==> config.mk <==
export PLATFORM = sky130hd
export DESIGN_NAME = uart_ctl_filter
export DESIGN_NICKNAME = d
export VERILOG_FILES = /design/src/rtl/ucf_pkg.sv /design/src/rtl/ucf_match_table.sv /design/src/rtl/ucf_reject_hold.sv /design/src/rtl/uart_ctl_filter.sv
export SDC_FILE = /design/constraint.sdc
export NUM_CORES = 1
export LEC_CHECK = 0
export ABC_AREA = 1
export CORE_ASPECT_RATIO = 1.2
export CORE_UTILIZATION = 45
export DETAILED_ROUTE_END_ITERATION = 7
export DONT_BUFFER_PORTS = 1
export PLACE_DENSITY = 0.7
export SYNTH_ARGS = -nofsm -noshare
export SYNTH_HDL_FRONTEND = slang
export SYNTH_HIERARCHICAL = 1
export SYNTH_SLANG_ARGS = --single-unit
==> constraint.sdc <==
create_clock -name clk_i -period 1.36 [get_ports clk_i]
set_clock_uncertainty 0.05 [all_clocks]
set_input_delay 0.068 -clock clk_i [delete_from_list [all_inputs] [get_ports clk_i]]
set_output_delay 0.068 -clock clk_i [all_outputs]
set_load 0.005 [all_outputs]
==> src/rtl/ucf_pkg.sv <==
package ucf_pkg;
  localparam int unsigned DW_DEF  = 8;
  localparam int unsigned ENT_DEF = 8;

  typedef enum logic {
    ACT_EOM = 1'b0,
    ACT_REJ = 1'b1
  } ucf_act_e;
endpackage

==> src/rtl/ucf_match_table.sv <==
module ucf_match_table #(
  parameter int unsigned DW    = 8,
  parameter int unsigned N_ENT = 8
) (
  input  logic [N_ENT*DW-1:0] tbl_char_i,
  input  logic [N_ENT*DW-1:0] tbl_mask_i,
  input  logic [N_ENT-1:0]    tbl_valid_i,
  input  logic [N_ENT-1:0]    tbl_rej_i,
  input  logic [DW-1:0]       chr_i,
  output logic                hit_o,
  output ucf_pkg::ucf_act_e   act_o
);
  logic [N_ENT-1:0] eq;
  logic [N_ENT-1:0] live;
  logic [N_ENT-1:0] hit_vec;

  // live[i]: entries 0..i are all valid
  assign live[0] = tbl_valid_i[0];
  generate
    for (genvar i = 0; i < N_ENT; i++) begin : g_ent
      assign eq[i] = ((chr_i ^ tbl_char_i[i*DW +: DW]) & tbl_mask_i[i*DW +: DW]) == '0;
      if (i > 0) begin : g_chain
        assign live[i] = live[i-1] & tbl_valid_i[i];
      end
    end
  endgenerate

  assign hit_vec = eq & live;
  assign hit_o   = |hit_vec;

  // lowest index wins: scan downward, last assignment stands
  always_comb begin
    act_o = ucf_pkg::ACT_EOM;
    for (int i = N_ENT - 1; i >= 0; i--) begin
      if (hit_vec[i]) act_o = tbl_rej_i[i] ? ucf_pkg::ACT_REJ : ucf_pkg::ACT_EOM;
    end
  end
endmodule

==> src/rtl/ucf_reject_hold.sv <==
module ucf_reject_hold #(
  parameter int unsigned DW = 8
) (
  input  logic          clk_i,
  input  logic          rst_ni,
  input  logic          rej_i,
  input  logic [DW-1:0] chr_i,
  input  logic          clr_i,
  output logic [DW-1:0] hold_o,
  output logic          pend_o,
  output logic          ovr_o
);
  logic [DW-1:0] hold_q;
  logic          pend_q, ovr_q;

  always_ff @(posedge clk_i or negedge rst_ni) begin
    if (!rst_ni) begin
      hold_q <= '0;
      pend_q <= 1'b0;
      ovr_q  <= 1'b0;
    end else begin
      if (rej_i) hold_q <= chr_i;
      // a new reject beats a clear in the same cycle
      if (rej_i)      pend_q <= 1'b1;
      else if (clr_i) pend_q <= 1'b0;
      if (clr_i)                ovr_q <= 1'b0;
      else if (rej_i && pend_q) ovr_q <= 1'b1;
    end
  end

  assign hold_o = hold_q;
  assign pend_o = pend_q;
  assign ovr_o  = ovr_q;
endmodule

==> src/rtl/uart_ctl_filter.sv <==
module uart_ctl_filter #(
  parameter int unsigned DW    = ucf_pkg::DW_DEF,
  parameter int unsigned N_ENT = ucf_pkg::ENT_DEF
) (
  input  logic                clk_i,
  input  logic                rst_ni,
  input  logic [N_ENT*DW-1:0] tbl_char_i,
  input  logic [N_ENT*DW-1:0] tbl_mask_i,
  input  logic [N_ENT-1:0]    tbl_valid_i,
  input  logic [N_ENT-1:0]    tbl_rej_i,
  input  logic                irq_en_i,
  input  logic                irq_clr_i,
  input  logic                chr_vld_i,
  input  logic [DW-1:0]       chr_data_i,
  input  logic                frm_err_i,
  input  logic                par_err_i,
  output logic                store_o,
  output logic [DW-1:0]       data_o,
  output logic                eom_o,
  output logic                frm_err_o,
  output logic                par_err_o,
  output logic [DW-1:0]       rej_char_o,
  output logic                irq_o,
  output logic                ovr_o
);
  logic              cmp_en;
  logic              hit_w;
  ucf_pkg::ucf_act_e act_w;
  logic              rej_now;
  logic              eom_now;
  logic              pend_w;

  logic          store_q, eom_q, frm_q, par_q;
  logic [DW-1:0] data_q;

  // errored characters bypass the compare
  assign cmp_en  = chr_vld_i & ~frm_err_i & ~par_err_i;
  assign rej_now = cmp_en & hit_w & (act_w == ucf_pkg::ACT_REJ);
  assign eom_now = cmp_en & hit_w & (act_w == ucf_pkg::ACT_EOM);

  ucf_match_table #(.DW(DW), .N_ENT(N_ENT)) u_match (
    .tbl_char_i  (tbl_char_i),
    .tbl_mask_i  (tbl_mask_i),
    .tbl_valid_i (tbl_valid_i),
    .tbl_rej_i   (tbl_rej_i),
    .chr_i       (chr_data_i),
    .hit_o       (hit_w),
    .act_o       (act_w)
  );

  ucf_reject_hold #(.DW(DW)) u_hold (
    .clk_i  (clk_i),
    .rst_ni (rst_ni),
    .rej_i  (rej_now),
    .chr_i  (chr_data_i),
    .clr_i  (irq_clr_i),
    .hold_o (rej_char_o),
    .pend_o (pend_w),
    .ovr_o  (ovr_o)
  );

  always_ff @(posedge clk_i or negedge rst_ni) begin
    if (!rst_ni) begin
      store_q <= 1'b0;
      eom_q   <= 1'b0;
      frm_q   <= 1'b0;
      par_q   <= 1'b0;
      data_q  <= '0;
    end else begin
      store_q <= chr_vld_i & ~rej_now;
      eom_q   <= eom_now;
      frm_q   <= chr_vld_i & frm_err_i;
      par_q   <= chr_vld_i & par_err_i;
      if (chr_vld_i && !rej_now) data_q <= chr_data_i;
    end
  end

  assign store_o   = store_q;
  assign data_o    = data_q;
  assign eom_o     = eom_q;
  assign frm_err_o = frm_q;
  assign par_err_o = par_q;
  assign irq_o     = pend_w & irq_en_i;
endmodule

==> metrics.txt, run 1 <==
min cycle time layout=between 1500 and 2000 ps; largest net degree at the start of global routing=23; Final Wtd Congestion=roughly 0.91; Num CTS Buffers=3; DP Cell Count=449; Overflow after GRT=0; Global Route met3 Usage=6.53%; GRT busiest layer=met2; final WL=approximately 7400 um; pre-CTS WS=-593 ps; Synth Register Bits=22; setup tns final=-4280 ps; core area=0.00494 mm^2; fin crit share=120%; top post-synthesis cells by area=nand2_1 27%, dfrtp_1 24%, nand3_1 9.4%; antenna cells=0; worst-margin pin slew=just under 1000 ps; final setup margin=-273 ps; Die H=80.3 um; met2 Usage GRT=49.9%; syn_area_per_cell=a little under 6 um^2; DRC=0; CP max FO=16; WP data arrival=1720 ps; Post-Synthesis Cells=394; # Max-Cap Violations=0; # setup viols final=19; Worst IR Drop VDD=0.244 mV; Clock power frac=between 20 and 30%; clock sinks=22; Clock Latency Late Sink=250 ps; Post-CTS Hold Buffers=14; Die ar.=0.00540 mm^2; Combinational Power Share=27.4%; DR iter-0 viols=about 130; Synth warnings=6; Final ANT Viol Nets=0; final core occ=53.7%; register area share after synthesis=23.9%; H-tree depth=1; hold crit path type=input pin to flip-flop; CTS max path bufs=2; Crit. End Element=flip-flop; critical path startpoint category=input pin; Static Leak=approximately 0.0014 uW; Hold WS=-108 ps; met1 usage=around a quarter; Cell variety after synth=37; CTS tree=built; hpwl dp=5820 um; P_sw=448 uW; post-synth top area share=26.8%; post-DR wirelength/cell=15.7 um; Post-Layout Cell Count=469; Net Count, Synth=553; initial antenna violation count=0; Vias=about 2500; violated checks=hold timing, setup timing; num ports=181; share of cells above drive strength 1=14.4%; Area growth syn-to-layout=15.2%; sw frac=28.0%; RSZ-0062 raised after global routing=yes; final slew viol count=0; vias per cell=5.35; nets=569; sequential share of power=44.5%; status=finished, violations left; Critical Path RT=1450 ps; CTS root buffer=clkbuf_8; EDFF count, synth=0; Async SR Flop Fraction=100%; first-pass GRT wire length=10300 um; normalized max-slew margin=between 30% and 40%; CTS clk-pin slew, worst paths=70 ps; fmax=0.612 GHz; Post-Syn Area=0.00230 mm^2; GRT Overall Usage=about a quarter; Setup Crit Path Kind=input pin to flip-flop; first drt pass iteration count=4; Power Dens Cells=603 mW/mm^2; Internal=~1200 uW; Synth area leader=nand2_1; Post-synth top flop=dfrtp_1; die width=67.3 um; Initial Util=around 47%; I/O Buffers=0; row count=28; Final Hold Fails=10; vias in the first global route=2227
[per-stage QoR]
step,instance area [um^2],power [uW]
2_1_floorplan,2350,1060
3_3_place_gp,2360,1080
3_5_place_dp,2360,1090
4_1_cts,2580,1580
5_1_grt,2650,1690
6_report,2650,1600
[cells in the mapped netlist, types with 3 or more instances]
library cell / count
inv_1: 32
xor2_1: 8
inv_2: 3
dfrtp_1: 22
nand2_2: 3
a21oi_1: 6
o21ai_1: 5
nor2_2: 5
nor2_1: 43
o21ai_0: 7
buf_6: 8
o22ai_1: 4
or2_1: 5
nand3_1: 43
or2_2: 10
nand2_1: 164
[flip-flops by register name, summed over array words and instances, names as in the netlist]
register and cells:
u_hold/pend_o 1, data_o 8, store_o 1, u_hold/hold_o 8, frm_err_o 1, eom_o 1
par_err_o 1, u_hold/ovr_o 1
[final timing paths]
kind | startpoint | to | slack [ps] | depth (start not counted)
max | chr_data_i[1] | data_o[7] | -270 | 18
min | chr_vld_i | store_o | -110 | 2
max reg2reg | data_o[7] | data_o[7] | 650 | 2
min reg2reg | data_o[0] | data_o[0] | 460 | 2
max in group asynchronous | rst_ni | data_o[5] | 310 | 1
min in group asynchronous | rst_ni | u_hold/ovr_o | 360 | 1
[cell families (layout without fill, tap and decap cells)]
| kind of cell | count (synthesis) | in the layout | synth area share, % |
|---|---|---|---|
| AOI/OAI and AO/OA | 29 | 29 | 7.34 |
| xor gates and xnor gates | 8 | 8 | 3.05 |
| buffers and inverters | 47 | 61 | 10.8 |
| DFF | 22 | 22 | 23.9 |
| and+or+nand+nor | 288 | 289 | 54.9 |
[power by group through the flow]
stage / clock, uW / combinational [uW] / sequential [uW]
after global routing: 481 / 495 / 716
final: 449 / 438 / 712
after detailed placement: 0 / 361 / 725
after CTS: 450 / 421 / 712
after global placement: 0 / 353 / 724
after floorplan: 0 / 347 / 717
[layout make-up]
cell class	instances	area (um^2)
fill	494	2290
timing repair buffer	20	189
tap	60	75.1
sequential	22	551
inverter	37	149
clock buffer	4	55.1
multi-input combinational	326	1630
[critical path, cell delays in order]
cell and delay (ps):
or2_4 230, nand3_2 70, nand2_1 70, nor2_2 120
nand2_1 70, nor2_1 180, nor2_1 60, nand2_1 60
nand2_1 60, nand2_1 50, nand2_1 50, nand2_1 50
nand2_1 60, nand2_2 90, nand3_4 100, buf_6 170
nand3_1 90, nand2_1 80
[cell usage in the layout (no fill, tap or decap), types with 4 or more instances in the layout]
cell type / count
o22ai_1: 4
or2_4: 6
o21ai_0: 6
a21oi_1: 6
clkbuf_8: 4
nand2_2: 4
xor2_1: 8
nand3_2: 13
nor2_1: 39
nor2_2: 8
dlygate4sd3_1: 14
o21ai_1: 5
nand2_1: 163
inv_1: 32
or2_1: 5
buf_4: 5
dfrtp_1: 22
nand3_1: 32
or2_2: 4
[metal layers]
metal | vias to the layer above | share of wire, % | wire length, um
met4 | 0 | 1.5 | 112
met2 | 145 | 52 | 3860
li1 | 1265 | - | -
met3 | 8 | 11 | 799
met5 | - | 0 | 0
met1 | 1092 | 35 | 2580
[what timing repair did]
action | 4_1_cts | 5_1_grt
endpoints found under the setup margin | 20 | 20
pin swaps | 4 | 11
buffers inserted | 0 | 1
gates cloned | 1 | 0
hold endpoints to repair | 44 | 9
gates resized for setup | 4 | 12
No activity file was read; power rests on OpenSTA's default activity.
==> run 2, diff against run 1 <==
==> constraint.sdc (replaced) <==
create_clock -name clk_i -period 1.36 [get_ports clk_i]
set_clock_uncertainty 0.05 [all_clocks]
set_input_delay 0.204 -clock clk_i [delete_from_list [all_inputs] [get_ports clk_i]]
set_output_delay 0.204 -clock clk_i [all_outputs]
set_load 0.05 [all_outputs]
==> run 2 against run 1 <==
  * The flow finishes with violations (setup timing)
  * Sequential power rose by 16%
  * Hold slack improved by 110 ps
  * Count of clock-buffer cells in the layout unchanged
  * Clock power up 3%
  * Design area shrank 0.90%
  * Cell count is 1.1% lower
  * Critical path depth increased by 1
  * Sequential cell count did not move
  * Fmax is 8.8% lower
  * Wire length down 1.9%
==> metrics.txt, run 2 (synthesized netlist as in run 1, its figures left out) <==
status=finished, violations left (unchanged); Setup Crit Path Kind=input pin to flip-flop (unchanged); I/O Buffers=0 (unchanged); Die H=80.3 um (unchanged); post-DR wirelength/cell=15.5 um (was 15.7 um); RSZ-0062 raised after global routing=yes (unchanged); Combinational Power Share=23.8% (was 27.4%); DP Cell Count=452 (was 449); vias in the first global route=2243 (was 2227); # Max-Cap Violations=0 (unchanged); CTS clk-pin slew, worst paths=80 ps (was 70 ps); nets=564 (was 569); Critical Path RT=1460 ps (was 1450 ps); pre-CTS WS=-763 ps (was -593 ps); violated checks=setup timing (was hold timing, setup timing); min cycle time layout=1790 ps (was 1630 ps); antenna cells=0 (unchanged); Final Wtd Congestion=1.06 (was 0.912); H-tree depth=1 (unchanged); CTS root buffer=clkbuf_8 (unchanged); share of cells above drive strength 1=18.8% (was 14.4%); Clock Latency Late Sink=270 ps (was 250 ps); final WL=7210 um (was 7350 um); Final Hold Fails=0 (was 10); worst-margin pin slew=956 ps (was 966 ps); largest net degree at the start of global routing=23 (unchanged); Static Leak=0.00138 uW (was 0.00140 uW); row count=28 (unchanged); Overflow after GRT=0 (unchanged); hpwl dp=5770 um (was 5820 um); Power Dens Cells=643 mW/mm^2 (was 603 mW/mm^2); Area growth syn-to-layout=14.2% (was 15.2%); clock sinks=22 (unchanged); # setup viols final=20 (was 19); Clock power frac=27.4% (was 28.1%); P_sw=556 uW (was 448 uW); num ports=181 (unchanged); hold crit path type=input pin to flip-flop (unchanged); normalized max-slew margin=36.0% (was 35.4%); sequential share of power=48.8% (was 44.5%); WP data arrival=1890 ps (was 1720 ps); Final ANT Viol Nets=0 (unchanged); critical path startpoint category=input pin (unchanged); DR iter-0 viols=99 (was 134); fin crit share=132% (was 120%); die width=67.3 um (unchanged); Crit. End Element=flip-flop (unchanged); CTS tree=built (unchanged); Vias=2479 (was 2510); core area=0.00494 mm^2 (unchanged); sw frac=32.9% (was 28.0%); commonest non-fill, non-tap cell in the layout=nand2_1 (unchanged); Worst IR Drop VDD=0.286 mV (was 0.244 mV); Num CTS Buffers=3 (unchanged); vias per cell=5.34 (was 5.35); DRC=0 (unchanged); CTS max path bufs=2 (unchanged); GRT Overall Usage=25.8% (about the same); Internal=1130 uW (was 1150 uW); Die ar.=0.00540 mm^2 (unchanged); first-pass GRT wire length=10300 um (about the same); CP max FO=6 (was 16); first drt pass iteration count=6 (was 4); Post-Layout Cell Count=464 (was 469); fmax=0.559 GHz (was 0.612 GHz); final setup margin=-430 ps (was -273 ps); initial antenna violation count=0 (unchanged); final slew viol count=0 (unchanged); most frequent cells in the layout=149 x nand2_1, 39 x nor2_1, 34 x nand3_1, 31 x inv_1, 22 x dfrtp_1 (was 163 x nand2_1, 39 x nor2_1, 32 x inv_1, 32 x nand3_1, 22 x dfrtp_1); Initial Util=46.6% (unchanged)
-- run 2: cell count changes in the layout (fill, tap and decap cells not counted), moves of 2 or more --
cell	change
nand2_1	-14
nand2_2	+14
dlygate4sd3_1	-9
buf_4	+4
nand3_2	-3
nand3_1	+2
-- run 2: timing repair --
| item | in CTS | in global routing |
|---|---|---|
| setup endpoints to repair | 20 | 21 |
| buffers inserted | 2 | 0 |
| hold endpoints to repair | 25 | 0 |
| resized for setup | 13 | 20 |
| hold buffers | 5 | 0 |
| gates cloned | 1 | 0 |
| pin swaps | 16 | 15 |
-- run 2: path summary, 6_finish.rpt --
path | from | to | slack, ps | cells past startpoint
worst max-delay path | tbl_char_i[34] | data_o[2] | -430 | 19
worst min-delay path | chr_data_i[7] | u_hold/hold_o[7] | 3 | 2
worst max register to register | u_hold/hold_o[0] | u_hold/hold_o[0] | 410 | 2
worst min register to register | u_hold/pend_o | u_hold/pend_o | 490 | 2
max in group asynchronous | rst_ni | par_err_o | 190 | 1
min in group asynchronous | rst_ni | u_hold/ovr_o | 480 | 1
-- run 2: routing by layer --
| metal | GRT usage, % | vias to the layer above | share of wire (%) |
|---|---|---|---|
| met5 | 0 | - | 0 |
| met4 | 11.5 | 0 | 2.6 |
| met3 | 6.11 | 13 | 11 |
| met2 | 49.4 | 154 | 52 |
| met1 | 25.2 | 1056 | 34 |
| li1 | - | 1256 | - |
-- run 2: metrics by stage --
step / util [%] / area, um^2 / hold WS, ps / power, uW / TNS, ps
global placement: 48.3 / 2380 / -141 / 1180 / -13740
finish: 53.2 / 2630 / 2.59 / 1690 / -7690
detailed placement: 48.3 / 2380 / -141 / 1190 / -14110
CTS: 52.0 / 2570 / 3.07 / 1680 / -6400
floorplan: - / 2350 / -142 / 1180 / -7870
global route: 53.2 / 2630 / 9.26 / 1780 / -10830
-- run 2: final cells by class --
cell class                 instances  area [um^2]
fill                             503         2310
multi-input combinational        326         1660
sequential                        22          551
inverter                          37          158
timing repair buffer              15          129
tap                               60         75.1
clock buffer                       4         55.1
-- run 2: power by group through the flow --
stage / clock network (uW) / logic (uW) / registers [uW]
5_1_grt: 491 / 461 / 829
6_report: 463 / 403 / 825
2_1_floorplan: 0 / 347 / 829
3_5_place_dp: 0 / 355 / 835
3_3_place_gp: 0 / 347 / 834
4_1_cts: 465 / 393 / 822
-- run 2: worst max-delay path, stage by stage --
cell and delay, ps:
or2_1 220, nand3_2 90, o21ai_2 60, nor2_2 130
nand2_1 80, nor2_2 130, buf_4 130, nor2_1 40
nand2_1 70, nand2_2 50, nand2_2 50, nand2_2 50
nand2_2 60, nand2_2 70, nand3_4 120, buf_6 160
nand2_8 60, nand2_2 50, nand2_1 60
